==> config.mk <==
export PLATFORM = sky130hd
export DESIGN_NAME = vec_stream_agu
export DESIGN_NICKNAME = d
export VERILOG_FILES = /design/src/rtl/vec_stream_agu.sv
export SDC_FILE = /design/constraint.sdc
export NUM_CORES = 1
export LEC_CHECK = 0
export BUFFER_PORTS_ARGS = -buffer_cell sky130_fd_sc_hd__buf_2
export CAP_MARGIN = 25
export CORE_MARGIN = 1
export CORE_UTILIZATION = 40
export DETAILED_ROUTE_END_ITERATION = 12
export PLACE_DENSITY = 0.65
export SETUP_SLACK_MARGIN = 0.4
export SYNTH_ARGS = -nofsm -noshare
export SYNTH_HDL_FRONTEND = slang
export SYNTH_SLANG_ARGS = --single-unit
==> constraint.sdc <==
create_clock -name clk -period 11.3 [get_ports clk]
set_input_delay 2.26 -clock clk [delete_from_list [all_inputs] [get_ports clk]]
set_output_delay 2.26 -clock clk [all_outputs]
set_load 0.005 [all_outputs]
==> src/rtl/vec_stream_agu.sv <==
module vec_stream_agu #(
  parameter int AW = 16,
  parameter int DW = 16,
  parameter int VLEN = 8,
  localparam int EW = (VLEN > 1) ? $clog2(VLEN) : 1,
  localparam int LW = $clog2(VLEN + 1)
) (
  input  logic            clk,
  input  logic            rst_n,
  input  logic            cmd_valid,
  input  logic [1:0]      cmd_mode,
  input  logic [AW-1:0]   cmd_base,
  input  logic [AW-1:0]   cmd_stride,
  input  logic [LW-1:0]   cmd_len,
  input  logic [VLEN-1:0] cmd_mask,
  output logic            busy,
  output logic            done,
  output logic [EW-1:0]   rd_idx,
  input  logic [AW-1:0]   rd_offset,
  input  logic [DW-1:0]   rd_data,
  output logic            mem_req,
  output logic            mem_we,
  output logic [AW-1:0]   mem_addr,
  output logic [DW-1:0]   mem_wdata,
  output logic [EW-1:0]   mem_tag,
  input  logic            mem_rdy,
  input  logic            mem_rvalid,
  input  logic [EW-1:0]   mem_rtag,
  input  logic [DW-1:0]   mem_rdata,
  output logic            wb_en,
  output logic [EW-1:0]   wb_idx,
  output logic [DW-1:0]   wb_data
);

  logic [1:0]      mode_q;
  logic [AW-1:0]   base_q, stride_q;
  logic [LW-1:0]   len_q;
  logic [VLEN-1:0] pend_q, len_mask, cur_onehot;
  logic [LW-1:0]   outst_q;
  logic [EW-1:0]   cur;
  logic            accept, fire, load_fire;

  always_comb begin
    cur = '0;
    for (int i = VLEN - 1; i >= 0; i--)
      if (pend_q[i]) cur = EW'(i);
  end

  always_comb
    for (int i = 0; i < VLEN; i++)
      len_mask[i] = (LW'(i) < cmd_len);

  assign cur_onehot = VLEN'(1) << cur;
  assign accept     = cmd_valid && !busy;
  assign mem_req    = busy && (pend_q != '0);
  assign fire       = mem_req && mem_rdy;
  assign load_fire  = fire && !mode_q[1];
  assign done       = busy && (pend_q == '0) && (outst_q == '0);

  assign rd_idx    = cur;
  assign mem_tag   = cur;
  assign mem_we    = mode_q[1];
  assign mem_wdata = rd_data;
  assign mem_addr  = mode_q[0] ? base_q + rd_offset
                               : base_q + AW'(AW'(cur) * stride_q);

  assign wb_en   = mem_rvalid && busy;
  assign wb_idx  = mem_rtag;
  assign wb_data = mem_rdata;

  always_ff @(posedge clk or negedge rst_n) begin
    if (!rst_n) begin
      busy     <= 1'b0;
      mode_q   <= '0;
      base_q   <= '0;
      stride_q <= '0;
      len_q    <= '0;
      pend_q   <= '0;
      outst_q  <= '0;
    end else begin
      if (accept) begin
        busy     <= 1'b1;
        mode_q   <= cmd_mode;
        base_q   <= cmd_base;
        stride_q <= cmd_stride;
        len_q    <= cmd_len;
        pend_q   <= cmd_mask & len_mask;
        outst_q  <= '0;
      end else begin
        if (done) busy <= 1'b0;
        if (fire) pend_q <= pend_q & ~cur_onehot;
        outst_q <= outst_q + LW'(load_fire) - LW'(wb_en);
      end
    end
  end

  assert_hold_R6: assert property (@(posedge clk) disable iff (!rst_n)
    (mem_req && !mem_rdy) |=> (mem_req && $stable(mem_tag) && $stable(mem_we)
                               && $stable(mem_addr) && $stable(mem_wdata)));

  assert_ascending_R5: assert property (@(posedge clk) disable iff (!rst_n)
    fire |=> (!mem_req || (mem_tag > $past(mem_tag))));

  assert_in_length_R5: assert property (@(posedge clk) disable iff (!rst_n)
    mem_req |-> (LW'(mem_tag) < len_q));

  assert_done_pulse_R8: assert property (@(posedge clk) disable iff (!rst_n)
    done |=> !done && !busy);

  assert_idle_quiet_R8: assert property (@(posedge clk) disable iff (!rst_n)
    !busy |-> !mem_req && !wb_en);

  assert_return_owed_R7: assert property (@(posedge clk) disable iff (!rst_n)
    wb_en |-> (outst_q != '0));

endmodule

==> impl_metrics.tcl <==
set metrics [dict create \
    floorplan.die_area_um2 13000 \
    synth-seq-area-share_pct 23.5 \
    syn2layout_area_growth_pct 10.9 \
    detail_route.wl_per_cell_um 13.3 \
    cts_num_sinks 47 \
    outcome "complete, no violations" \
    capture_instance_of_the_worst_register_to_register_path "outst_q[3]$_DFF_PN0_" \
    drt-vias-per-instance 4.92 \
    grt_pass1_vias 4112 \
    design.portCount 164 \
    maximum_achievable_frequency_ghz 0.136 \
    required_ns 9.04 \
    netlist_instances 622 \
    worst-setup-path-type "flop to output port" \
    number_of_gates_resized_after_cts 0 \
    clk_pin_slew_worst_paths_ns 0.07 \
    layout_commonest_cell "nand2_1" \
    htree_num_levels 2 \
    setup-tns-final_ns 0 \
    die_x_um 114 \
    maximum_buffer_depth_of_the_clock_tree 2 \
    start_util_pct 41.4 \
    post-route-period-util_pct 65.2 \
    whs_endpoint "stride_q[15]$_DFFE_PN0P_" \
    report.final.slew_viol_count 0 \
    finalWirelength_mm 11.1 \
    drt_drc_violations_left 0 \
    post-cts-setup-buffer-count 0 \
    mappedNetlistArea_um2 5010 \
    floorplan.rows 40 \
    synthesis.nets 790 \
    ys_seq_elements 47 \
    timing.slew.headroom_pct 58.1 \
    layout_min_cycle_time_ns 7.37 \
    core_area_um2 12100 \
    clock_latency_ns 0.29 \
    timing.critical_path.to_type "output port" \
    globalRoute.totalOverflow 0 \
    synthFlopType "dfrtp_1" \
    chipHeight_um 114 \
    grt_start_max_net_pins 56 \
    r2r_setup_slack_ns 8.58 \
    synthDistinctLibCells 55 \
    rr_startpoint "pend_q[4]$_DFFE_PN0P_" \
    n_antenna_cell 0 \
    worst_hold_path_type "flop to flop" \
    timing.hold.worst.start "stride_q[15]$_DFFE_PN0P_" \
    number_of_buffer_cells_added_on_primary_ports 93 \
    drive_above_1_share_pct 17.7 \
    max_slew.worst_pin.slew_ns 0.626 \
    clock_tree.root_cell "clkbuf_16" \
    grt_use_total_pct 18.0 \
    rr_worst_depth 10 \
    finish.net_count 834 \
    dr_total_vias 4108 \
    final_antenna_net_count 0 \
    arrival_ns 5.11 \
    crit_path_start_kind "flop" \
    syn-mean-instance-area_um2 8.06 \
    critical_path_peak_fanout 14 \
    grt_pass1_wl_mm 18.9 \
    gp_routability_congestion 0.877 \
    yosys_warnings 0 \
    detail_route.iter0.violations 295 \
    synth_edf_count 0 \
    maxCapViolations 0 \
    cts_tree "yes" \
    hold_depth 2 \
    postSynth.asyncResetShare_pct 100 \
    place.detailed.hpwl_mm 9.00 \
    fin_skew_ns 0.00727 \
    cts_buf_count 5 \
    drt_pass1_iterations 4 \
    cts-hold-fix-buffers 0 \
    final-setup-viol-count 0 \
    final_hold_viol_count 0 \
    layout_common_cells "nand2_1 (95), buf_2 (94), inv_1 (84), dfrtp_1 (47), o21ai_0 (40)" \
    grt_setup_unrepaired "no" \
    grt_antenna_before_repair 0 \
]
==> routing by layer <==
layer  track usage, %  vias to the layer above  wire [um]
met5                0                        -          0
met4             4.33                        0        161
met3             3.29                       21        620
met2             29.5                      114       4950
met1             24.7                     1883       5380
li1                 -                     2090          -
==> Yosys cell counts, types with 4 or more instances <==
master | number | area share, %
xor2_1 | 4 | 0.70
o21ai_0 | 40 | 4.0
mux2i_1 | 4 | 0.80
clkbuf_1 | 20 | 1.5
dfrtp_1 | 47 | 23
a21o_1 | 11 | 1.6
nand3_1 | 11 | 1.1
and2_1 | 20 | 2.5
or3_1 | 4 | 0.50
ha_1 | 37 | 9.2
nand2_1 | 95 | 7.1
buf_4 | 38 | 5.7
fa_1 | 29 | 12
nor2b_1 | 4 | 0.50
inv_1 | 84 | 6.3
o311ai_0 | 4 | 0.70
xnor2_1 | 22 | 3.8
o21a_1 | 5 | 0.75
and3_1 | 25 | 3.1
nor2_1 | 33 | 2.5
a21oi_1 | 29 | 2.9
==> worst max-delay path, cell delays in order, from the launching register on <==
cell,delay (ns)
dfrtp_1,0.49
nor4_4,0.62
and2_1,0.41
nand2_1,0.14
fa_1,0.52
fa_1,0.51
inv_1,0.07
fa_1,0.47
a211o_1,0.33
a21boi_0,0.32
o31ai_1,0.19
and4_2,0.26
o22ai_1,0.14
or3_1,0.13
nand3_1,0.07
buf_2,0.13
==> metrics by stage <==
step	setup WS (ns)	cells	hold WS, ns	cell area (um^2)	utilization, %
finish	3.93	835	0.486	5560	45.9
global route	3.70	835	0.541	5560	45.9
CTS	3.78	833	0.492	5540	45.8
detailed placement	4.10	825	0.475	5350	44.2
global placement	4.21	824	0.471	5330	44.0
floorplan	4.67	622	0.446	5010	-
==> cell type report <==
| type | count | area (um^2) |
|---|---|---|
| clock inverters | 3 | 67.6 |
| repair buffers | 99 | 528 |
| well taps | 168 | 210 |
| clock buffers | 5 | 125 |
| inverters | 84 | 315 |
| multi-input cells | 429 | 3140 |
| fillers | 1249 | 6550 |
| flip-flops and latches | 47 | 1180 |
==> state kept, by name (all words and copies together) (netlist names) <==
| register | count |
|---|---|
| outst_q | 4 |
| stride_q | 16 |
| busy | 1 |
| base_q | 16 |
| pend_q | 8 |
| mode_q | 2 |
==> cell families (layout without fill, tap and decap cells) <==
logic type	count (synthesis)	after routing	synth area share [%]
AND/OR/NAND/NOR	213	213	20.5
buffers and inverters	146	191	14.2
AO/OA/AOI/OAI	116	116	14.4
adder cells (fa/ha/maj)	66	66	20.8
flip-flops	47	47	23.5
XOR/XNOR	28	28	5.31
multiplexers	6	6	1.25
==> worst max path at each step <==
stage,from,end,slack [ns],depth (start not counted)
floorplan,pend_q[0]$_DFFE_PN0P_,mem_addr[15],4.67,15
CTS,pend_q[4]$_DFFE_PN0P_,mem_addr[15],3.78,15
global route,pend_q[0]$_DFFE_PN0P_,mem_addr[15],3.70,15
global placement,pend_q[4]$_DFFE_PN0P_,mem_addr[15],4.21,15
finish,pend_q[0]$_DFFE_PN0P_,mem_addr[15],3.93,15
detailed placement,pend_q[4]$_DFFE_PN0P_,mem_addr[15],4.10,15
Power is left out: the tool's default activity adds up to more than one toggle a clock period on the data nets, which glitch-free logic cannot reach.
